--- src/rtl/spi_dbuf_pkg.sv ---
package spi_dbuf_pkg;
  localparam int ADDR_W = 3;

  localparam logic [ADDR_W-1:0] A_CTRL = 3'd0;
  localparam logic [ADDR_W-1:0] A_CSEL = 3'd1;
  localparam logic [ADDR_W-1:0] A_DIV  = 3'd2;
  localparam logic [ADDR_W-1:0] A_GAP  = 3'd3;
  localparam logic [ADDR_W-1:0] A_DATA = 3'd4;
  localparam logic [ADDR_W-1:0] A_STAT = 3'd5;

  localparam int SB_TXE = 0;
  localparam int SB_IDL = 1;
  localparam int SB_RXF = 2;
  localparam int SB_OVR = 3;

  typedef enum logic [1:0] {
    ENG_IDLE  = 2'd0,
    ENG_SHIFT = 2'd1,
    ENG_GAP   = 2'd2
  } eng_state_e;
endpackage

--- src/rtl/spi_baud_gen.sv ---
module spi_baud_gen #(
  parameter int DIV_W = 8
) (
  input  logic             clk_i,
  input  logic             rst_ni,
  input  logic             run_i,
  input  logic [DIV_W-1:0] div_i,
  output logic             tick_o
);
  logic [DIV_W-1:0] cnt_q;
  logic [DIV_W-1:0] div_eff;

  assign div_eff = (div_i == '0) ? DIV_W'(1) : div_i;
  // >= keeps the count bounded if the divider shrinks mid-transfer
  assign tick_o  = run_i && (cnt_q >= div_eff - DIV_W'(1));

  always_ff @(posedge clk_i or negedge rst_ni) begin
    if (!rst_ni)               cnt_q <= '0;
    else if (!run_i || tick_o) cnt_q <= '0;
    else                       cnt_q <= cnt_q + DIV_W'(1);
  end

  AST_IDLE_NO_TICK: assert property (@(posedge clk_i) disable iff (!rst_ni)
    !run_i |-> !tick_o);
endmodule

--- src/rtl/spi_shift_eng.sv ---
module spi_shift_eng
  import spi_dbuf_pkg::*;
#(
  parameter int W        = 8,
  parameter int IDX_W    = 2,
  parameter int GAP_IN_W = 8,
  parameter int GAP_UNIT = 32
) (
  input  logic                clk_i,
  input  logic                rst_ni,
  input  logic                tick_i,
  input  logic                hold_valid_i,
  input  logic [W-1:0]        hold_data_i,
  input  logic [IDX_W-1:0]    hold_cs_i,
  input  logic [GAP_IN_W-1:0] gap_i,
  input  logic                miso_i,
  output logic                take_o,
  output logic                done_o,
  output logic [W-1:0]        rx_word_o,
  output logic                run_o,
  output logic                active_o,
  output logic                idle_o,
  output logic [IDX_W-1:0]    cs_idx_o,
  output logic                sclk_o,
  output logic                mosi_o
);
  localparam int CNT_W = $clog2(W);
  localparam int GAP_W = GAP_IN_W + $clog2(GAP_UNIT) + 1;

  eng_state_e       state_q;
  logic [W-1:0]     shreg_q;
  logic [CNT_W-1:0] bit_q;
  logic             miso_q;
  logic             sclk_q;
  logic [GAP_W-1:0] gap_q;
  logic [IDX_W-1:0] cs_q;

  logic last_fall;
  logic gap_end;

  assign last_fall = (state_q == ENG_SHIFT) && tick_i && sclk_q && (bit_q == CNT_W'(W-1));
  assign gap_end   = (state_q == ENG_GAP) && (gap_q == '0);
  // loads from idle, back-to-back on the last falling edge, or at the end of the gap
  assign take_o    = hold_valid_i &&
                     ((state_q == ENG_IDLE) || (last_fall && gap_i == '0) || gap_end);

  assign done_o    = last_fall;
  assign rx_word_o = {shreg_q[W-2:0], miso_q};
  assign run_o     = (state_q == ENG_SHIFT);
  assign active_o  = (state_q != ENG_IDLE);
  assign idle_o    = (state_q == ENG_IDLE);
  assign cs_idx_o  = cs_q;
  assign sclk_o    = sclk_q;
  assign mosi_o    = (state_q == ENG_SHIFT) ? shreg_q[W-1] : 1'b0;

  always_ff @(posedge clk_i or negedge rst_ni) begin
    if (!rst_ni) begin
      state_q <= ENG_IDLE;
      shreg_q <= '0;
      bit_q   <= '0;
      miso_q  <= 1'b0;
      sclk_q  <= 1'b0;
      gap_q   <= '0;
      cs_q    <= '0;
    end else if (take_o) begin
      state_q <= ENG_SHIFT;
      shreg_q <= hold_data_i;
      bit_q   <= '0;
      sclk_q  <= 1'b0;
      cs_q    <= hold_cs_i;
    end else begin
      unique case (state_q)
        ENG_SHIFT: begin
          if (tick_i) begin
            if (!sclk_q) begin
              sclk_q <= 1'b1;
              miso_q <= miso_i;
            end else begin
              sclk_q  <= 1'b0;
              shreg_q <= {shreg_q[W-2:0], miso_q};
              bit_q   <= bit_q + CNT_W'(1);
              if (bit_q == CNT_W'(W-1)) begin
                if (gap_i != '0) begin
                  state_q <= ENG_GAP;
                  gap_q   <= GAP_W'(gap_i) * GAP_W'(GAP_UNIT) - GAP_W'(1);
                end else begin
                  state_q <= ENG_IDLE;
                end
              end
            end
          end
        end
        ENG_GAP: begin
          if (gap_q == '0) state_q <= ENG_IDLE;
          else             gap_q   <= gap_q - GAP_W'(1);
        end
        default: ;
      endcase
    end
  end

  AST_SCLK_IDLE_LOW: assert property (@(posedge clk_i) disable iff (!rst_ni)
    (state_q != ENG_SHIFT) |-> !sclk_o);
  AST_SCLK_ONLY_ON_TICK: assert property (@(posedge clk_i) disable iff (!rst_ni)
    (state_q == ENG_SHIFT && !tick_i && !take_o) |=> $stable(sclk_o));
  AST_MOSI_STABLE_HIGH: assert property (@(posedge clk_i) disable iff (!rst_ni)
    (state_q == ENG_SHIFT && sclk_q && !tick_i) |=> $stable(mosi_o));
  AST_GAP_HOLDS_CS: assert property (@(posedge clk_i) disable iff (!rst_ni)
    (state_q == ENG_GAP && gap_q != '0) |=> active_o);
endmodule

--- src/rtl/spi_cs_dec.sv ---
module spi_cs_dec #(
  parameter int NUM_CS = 4,
  parameter int IDX_W  = 2
) (
  input  logic              active_i,
  input  logic [IDX_W-1:0]  idx_i,
  output logic [NUM_CS-1:0] cs_n_o
);
  for (genvar g = 0; g < NUM_CS; g++) begin : g_cs
    assign cs_n_o[g] = !(active_i && (idx_i == IDX_W'(g)));
  end

  always_comb begin
    AST_CS_ONEHOT: assert ($countones(~cs_n_o) <= 1);
  end
endmodule

--- src/rtl/spi_dbuf_master.sv ---
module spi_dbuf_master
  import spi_dbuf_pkg::*;
#(
  parameter int DATA_W   = 8,
  parameter int NUM_CS   = 4,
  parameter int GAP_UNIT = 32
) (
  input  logic              clk_i,
  input  logic              rst_ni,
  input  logic              wr_en_i,
  input  logic              rd_en_i,
  input  logic [ADDR_W-1:0] addr_i,
  input  logic [DATA_W-1:0] wdata_i,
  output logic [DATA_W-1:0] rdata_o,
  output logic              sclk_o,
  output logic              mosi_o,
  input  logic              miso_i,
  output logic [NUM_CS-1:0] cs_n_o
);
  localparam int IDX_W = (NUM_CS > 1) ? $clog2(NUM_CS) : 1;

  logic              enable_q;
  logic [IDX_W-1:0]  csel_q;
  logic [DATA_W-1:0] div_q;
  logic [DATA_W-1:0] gap_q;
  logic              hold_valid_q;
  logic [DATA_W-1:0] hold_data_q;
  logic [IDX_W-1:0]  hold_cs_q;
  logic [DATA_W-1:0] rx_q;
  logic              rx_full_q;
  logic              ovr_q;

  logic              tick, take, done, run, active, eng_idle;
  logic [DATA_W-1:0] rx_word;
  logic [IDX_W-1:0]  cs_idx;
  logic              wr_data, rd_rx, rd_stat, idle_flag;
  logic [DATA_W-1:0] status;

  assign wr_data   = wr_en_i && (addr_i == A_DATA) && enable_q;
  assign rd_rx     = rd_en_i && (addr_i == A_DATA);
  assign rd_stat   = rd_en_i && (addr_i == A_STAT);
  assign idle_flag = eng_idle && !hold_valid_q;

  always_comb begin
    status         = '0;
    status[SB_TXE] = !hold_valid_q;
    status[SB_IDL] = idle_flag;
    status[SB_RXF] = rx_full_q;
    status[SB_OVR] = ovr_q;
  end

  always_comb begin
    unique case (addr_i)
      A_CTRL:  rdata_o = DATA_W'(enable_q);
      A_CSEL:  rdata_o = DATA_W'(csel_q);
      A_DIV:   rdata_o = div_q;
      A_GAP:   rdata_o = gap_q;
      A_DATA:  rdata_o = rx_q;
      A_STAT:  rdata_o = status;
      default: rdata_o = '0;
    endcase
  end

  always_ff @(posedge clk_i or negedge rst_ni) begin
    if (!rst_ni) begin
      enable_q <= 1'b0;
      csel_q   <= '0;
      div_q    <= DATA_W'(1);
      gap_q    <= '0;
    end else if (wr_en_i) begin
      unique case (addr_i)
        A_CTRL:  enable_q <= wdata_i[0];
        A_CSEL:  csel_q   <= wdata_i[IDX_W-1:0];
        A_DIV:   div_q    <= wdata_i;
        A_GAP:   gap_q    <= wdata_i;
        default: ;
      endcase
    end
  end

  // holding register: a new write wins over a same-cycle load into the shifter
  always_ff @(posedge clk_i or negedge rst_ni) begin
    if (!rst_ni) begin
      hold_valid_q <= 1'b0;
      hold_data_q  <= '0;
      hold_cs_q    <= '0;
    end else if (wr_data) begin
      hold_valid_q <= 1'b1;
      hold_data_q  <= wdata_i;
      hold_cs_q    <= csel_q;
    end else if (take) begin
      hold_valid_q <= 1'b0;
    end
  end

  always_ff @(posedge clk_i or negedge rst_ni) begin
    if (!rst_ni) begin
      rx_q      <= '0;
      rx_full_q <= 1'b0;
      ovr_q     <= 1'b0;
    end else begin
      if (done) rx_q <= rx_word;
      if (done)       rx_full_q <= 1'b1;
      else if (rd_rx) rx_full_q <= 1'b0;
      if (done && rx_full_q && !rd_rx) ovr_q <= 1'b1;
      else if (rd_stat)                ovr_q <= 1'b0;
    end
  end

  spi_baud_gen #(.DIV_W(DATA_W)) u_baud (
    .clk_i (clk_i),
    .rst_ni(rst_ni),
    .run_i (run),
    .div_i (div_q),
    .tick_o(tick)
  );

  spi_shift_eng #(
    .W       (DATA_W),
    .IDX_W   (IDX_W),
    .GAP_IN_W(DATA_W),
    .GAP_UNIT(GAP_UNIT)
  ) u_eng (
    .clk_i       (clk_i),
    .rst_ni      (rst_ni),
    .tick_i      (tick),
    .hold_valid_i(hold_valid_q),
    .hold_data_i (hold_data_q),
    .hold_cs_i   (hold_cs_q),
    .gap_i       (gap_q),
    .miso_i      (miso_i),
    .take_o      (take),
    .done_o      (done),
    .rx_word_o   (rx_word),
    .run_o       (run),
    .active_o    (active),
    .idle_o      (eng_idle),
    .cs_idx_o    (cs_idx),
    .sclk_o      (sclk_o),
    .mosi_o      (mosi_o)
  );

  spi_cs_dec #(.NUM_CS(NUM_CS), .IDX_W(IDX_W)) u_cs (
    .active_i(active),
    .idx_i   (cs_idx),
    .cs_n_o  (cs_n_o)
  );

  AST_TXE_CLEARS_ON_WRITE: assert property (@(posedge clk_i) disable iff (!rst_ni)
    wr_data |=> !status[SB_TXE]);
  AST_DISABLED_WRITE_IGNORED: assert property (@(posedge clk_i) disable iff (!rst_ni)
    (!enable_q && wr_en_i && addr_i == A_DATA && !hold_valid_q) |=> !hold_valid_q);
  AST_RXF_ON_DONE: assert property (@(posedge clk_i) disable iff (!rst_ni)
    done |=> rx_full_q);
  AST_OVR_ON_DOUBLE: assert property (@(posedge clk_i) disable iff (!rst_ni)
    (done && rx_full_q && !rd_rx) |=> ovr_q);
  AST_OVR_STICKY: assert property (@(posedge clk_i) disable iff (!rst_ni)
    (ovr_q && !rd_stat) |=> ovr_q);
  AST_IDLE_NO_CS: assert property (@(posedge clk_i) disable iff (!rst_ni)
    idle_flag |-> (&cs_n_o && !sclk_o));
endmodule

--- config.mk ---
export PLATFORM = sky130hd
export DESIGN_NAME = spi_dbuf_master
export DESIGN_NICKNAME = d
export VERILOG_FILES = /design/src/rtl/spi_dbuf_pkg.sv /design/src/rtl/spi_baud_gen.sv /design/src/rtl/spi_shift_eng.sv /design/src/rtl/spi_cs_dec.sv /design/src/rtl/spi_dbuf_master.sv
export SDC_FILE = /design/constraint.sdc
export NUM_CORES = 1
export LEC_CHECK = 0
export BUFFER_PORTS_ARGS = -buffer_cell sky130_fd_sc_hd__buf_2
export CORE_MARGIN = 8
export CORE_UTILIZATION = 55
export DETAILED_ROUTE_END_ITERATION = 16
export GPL_TIMING_DRIVEN = 0
export HOLD_SLACK_MARGIN = 0.15
export PLACE_DENSITY = 0.79
export SLEW_MARGIN = 40
export SYNTH_ARGS = -nofsm -noshare
export SYNTH_HDL_FRONTEND = slang
export SYNTH_HIERARCHICAL = 1
export SYNTH_SLANG_ARGS = --single-unit
--- constraint.sdc ---
create_clock -name clk_i -period 3.5 [get_ports clk_i]
set_clock_uncertainty 0.2 [all_clocks]
set_input_delay 0.7 -clock clk_i [delete_from_list [all_inputs] [get_ports clk_i]]
set_output_delay 0.7 -clock clk_i [all_outputs]
set_load 0.05 [all_outputs]
==> flow_metrics.tcl <==
set metrics [dict create \
    outcome "finished, violations left" \
    violations "setup timing" \
    cts_made_buffers 9 \
    cts_tree "done" \
    grt_setup_unrepaired "true" \
    regArea_sq_um 1980 \
    ys_seq_area_share_pct 43.4 \
    power_mw 3.37 \
    grt_first_pass_wirelength_mm 16.8 \
    die_w_um 107 \
    antenna_found_initial 0 \
    reg2reg_from "div_q[3]" \
    layout-drive-gt1-share_pct 35.2 \
    leakagePower_nw 2.57 \
    dp_hpwl_mm 7.14 \
    min_from "u_baud/cnt_q[0]" \
    period_needed_ns 3.81 \
    synthArstFlopShare_pct 100 \
    portBuffers 29 \
    antenna_left 0 \
    synth_edf_count 0 \
    multiInputGateArea_sq_um 2480 \
    critPathRequiredTime_ns 3.55 \
    crit_buf_inv 1 \
    synth_fp_nets 432 \
    min_period_over_period_pct 109 \
    fill_cells 600 \
    via_per_inst 5.89 \
    dieArea_sq_um 11500 \
    finalHoldViolations 0 \
    synth_cell_types 69 \
    cp.arrival_ns 3.86 \
    critPathCaptureType "flip-flop" \
    io_pins 30 \
    hold_slack_ns 0.285 \
    n_antenna_cell 0 \
    pre_cts_slack_ns -0.634 \
    critPathSlowestCell "dfrtp_2" \
    slew_viol_final 0 \
    ys_ff_latch 79 \
    htreeDepth 3 \
    hold_class "reg -> reg" \
    wl_per_cell_um 17.8 \
    ys.flop_type "dfrtp_1" \
    setup-violations-final 39 \
    clockRootBuffer "clkbuf_8" \
    insertion_delay_ns 0.36 \
    max_freq_mhz 262 \
    grt_pass1_vias 3423 \
    num_rows 33 \
    clock_path_buffers 2 \
    gp_congestion 0.810 \
    ir_worst_vdd_mv 0.468 \
    fin_nets 490 \
    synth_most_common_cell "dfrtp_1" \
    syn_to_final_growth_pct 17.7 \
    worstPathCellList "or3_4 -> nor3_4 -> a21oi_2 -> ha_2 -> nor3b_2 -> xnor2_1 -> ha_1 -> nand4_1 -> o31ai_2 -> and2_4 -> and3_4 -> nand2_4 -> o21ai_2 -> o21ai_4 -> buf_12 -> mux2_4" \
    cp_max_fo 8 \
    drc_errors 0 \
    clkSinkCount 79 \
    path_delay_family "simple AND/OR/NAND/NOR gates" \
    grt_overflow_total 0 \
    start_kind "flip-flop" \
    maxSlewHeadroom_pct 60.3 \
    coreArea_sq_um 8130 \
    wl_mm 10.1 \
    synth_area_leaders "dfrtp_1 43%, mux2_4 5.9%, mux2_2 4.9%" \
    grt_max_degree 51 \
    num_vias 3348 \
    firstDrtPassIters 4 \
    p_per_area_nw_per_um2 628 \
    startpoint "div_q[3]" \
    synth_warnings 6 \
    drt_iter0_markers 234 \
    final.setup.tns_ns -8.74 \
    netlist_area_sq_um 4560 \
    yosysTopAreaCell "dfrtp_1" \
    syn_inst 400 \
    yosysTopAreaCellShare_pct 42.8 \
    synth_commonest_cells "78 x dfrtp_1, 42 x nor2_1, 20 x mux2_2" \
    grt.total_usage_pct 18.5 \
    maxCapViolCount 0 \
    worstMarginPinSlew_ns 0.594 \
    clk_pin_slew_ns 0.08 \
    initial_core_util_pct 56.1 \
    setup_ws_ns -0.310 \
    postSynthAreaPerCell_sq_um 11.4 \
    cp_slowest_stage_delay_ns 0.41 \
    critPathKind "reg -> reg" \
    die_y_um 107 \
]
layout by cell type, fill, tap and decap left out, types with 4 or more instances in the layout:
master / count
clkbuf_8: 9
nor2b_1: 4
mux2i_1: 9
buf_4: 21
nor2_2: 5
a21oi_1: 12
ha_1: 15
a22oi_1: 5
a21o_1: 4
nor2_1: 37
mux2_4: 18
xor2_1: 8
o21ai_0: 4
dfrtp_1: 77
nor4_4: 4
buf_6: 8
xnor2_1: 8
inv_1: 10
nor3_1: 6
a31oi_1: 4
o21ai_1: 11
mux2_2: 20
nand2_1: 17
buf_2: 32
mux2_1: 17
nand3_1: 9
stage by stage:
step           utilization (%)  area, sq um  std cells
2_1_floorplan                -         4590        400
3_3_place_gp              59.8         4870        534
3_5_place_dp              60.2         4900        535
4_1_cts                   65.6         5330        567
5_1_grt                   66.0         5370        568
6_report                  66.0         5370        568
worst register-to-register path, cell delays in order (launching register included):
cell and delay [ns]:
dfrtp_2 0.41, or3_4 0.40, nor3_4 0.15, a21oi_2 0.09, ha_2 0.19, nor3b_2 0.16, xnor2_1 0.14, ha_1 0.32
nand4_1 0.15, o31ai_2 0.24, and2_4 0.22, and3_4 0.21, nand2_4 0.07, o21ai_2 0.16, o21ai_4 0.12, buf_12 0.16
mux2_4 0.30
repair_timing:
| item | in CTS | in global routing |
|---|---|---|
| cloned | 2 | 0 |
| resized for setup | 18 | 8 |
| pin swaps | 18 | 7 |
| hold buffers | 1 | 0 |
| setup buffers | 13 | 1 |
| endpoints found under the hold margin | 29 | 0 |
| endpoints found under the setup margin | 41 | 40 |
layout make-up:
| class | instances | share of cell area [%] |
|---|---|---|
| flip-flops and latches | 79 | 36.9 |
| plain buffers | 19 | 2.61 |
| inverters | 13 | 1.03 |
| multi-input cells | 289 | 46.3 |
| clock buffers | 10 | 2.38 |
| clock inverters | 6 | 2.17 |
| well taps | 105 | 2.45 |
| repair buffers | 47 | 6.20 |
kinds of logic after synthesis:
| kind of cell | synth area share, % |
|---|---|
| buffers and inverters | 3.87 |
| AOI/OAI and AO/OA | 11.4 |
| and+or+nand+nor | 16.4 |
| xor gates and xnor gates | 3.07 |
| DFF | 43.4 |
| muxes | 17.5 |
| adders and majority gates | 4.39 |
power breakdown:
part | switching [mW] | leakage [nW] | internal [mW]
Clock | 0.353 | 0.121 | 0.479
Sequential | 0.208 | 1.02 | 1.11
Combinational | 0.624 | 1.43 | 0.593
Total | 1.19 | 2.57 | 2.19
state kept, by name, indices dropped and copies added (netlist names), 3 cells and up:
| register | flops |
|---|---|
| u_eng/shreg_q | 8 |
| rx_q | 8 |
| u_eng/gap_q | 14 |
| u_baud/cnt_q | 8 |
| u_eng/bit_q | 3 |
| div_q | 8 |
| gap_q | 8 |
| hold_data_q | 8 |
final timing paths:
path	to	slack, ns	cells past startpoint
max	u_eng/shreg_q[5]	-0.31	16
min	u_baud/cnt_q[0]	0.29	1
max reg2reg	u_eng/shreg_q[5]	-0.31	16
min reg2reg	u_baud/cnt_q[0]	0.29	1
max in group asynchronous	div_q[0]	1.94	3
min in group asynchronous	u_baud/cnt_q[4]	0.57	2
per-layer routing:
layer  up-vias  wire length [um]  GRT usage [%]
met3        19               397           4.20
met5         -                 0              0
met2        81              5090           30.4
met4         0               226           7.94
met1      1688              4370           22.7
li1       1560                 -              -
No activity file was read; power rests on OpenSTA's default activity.
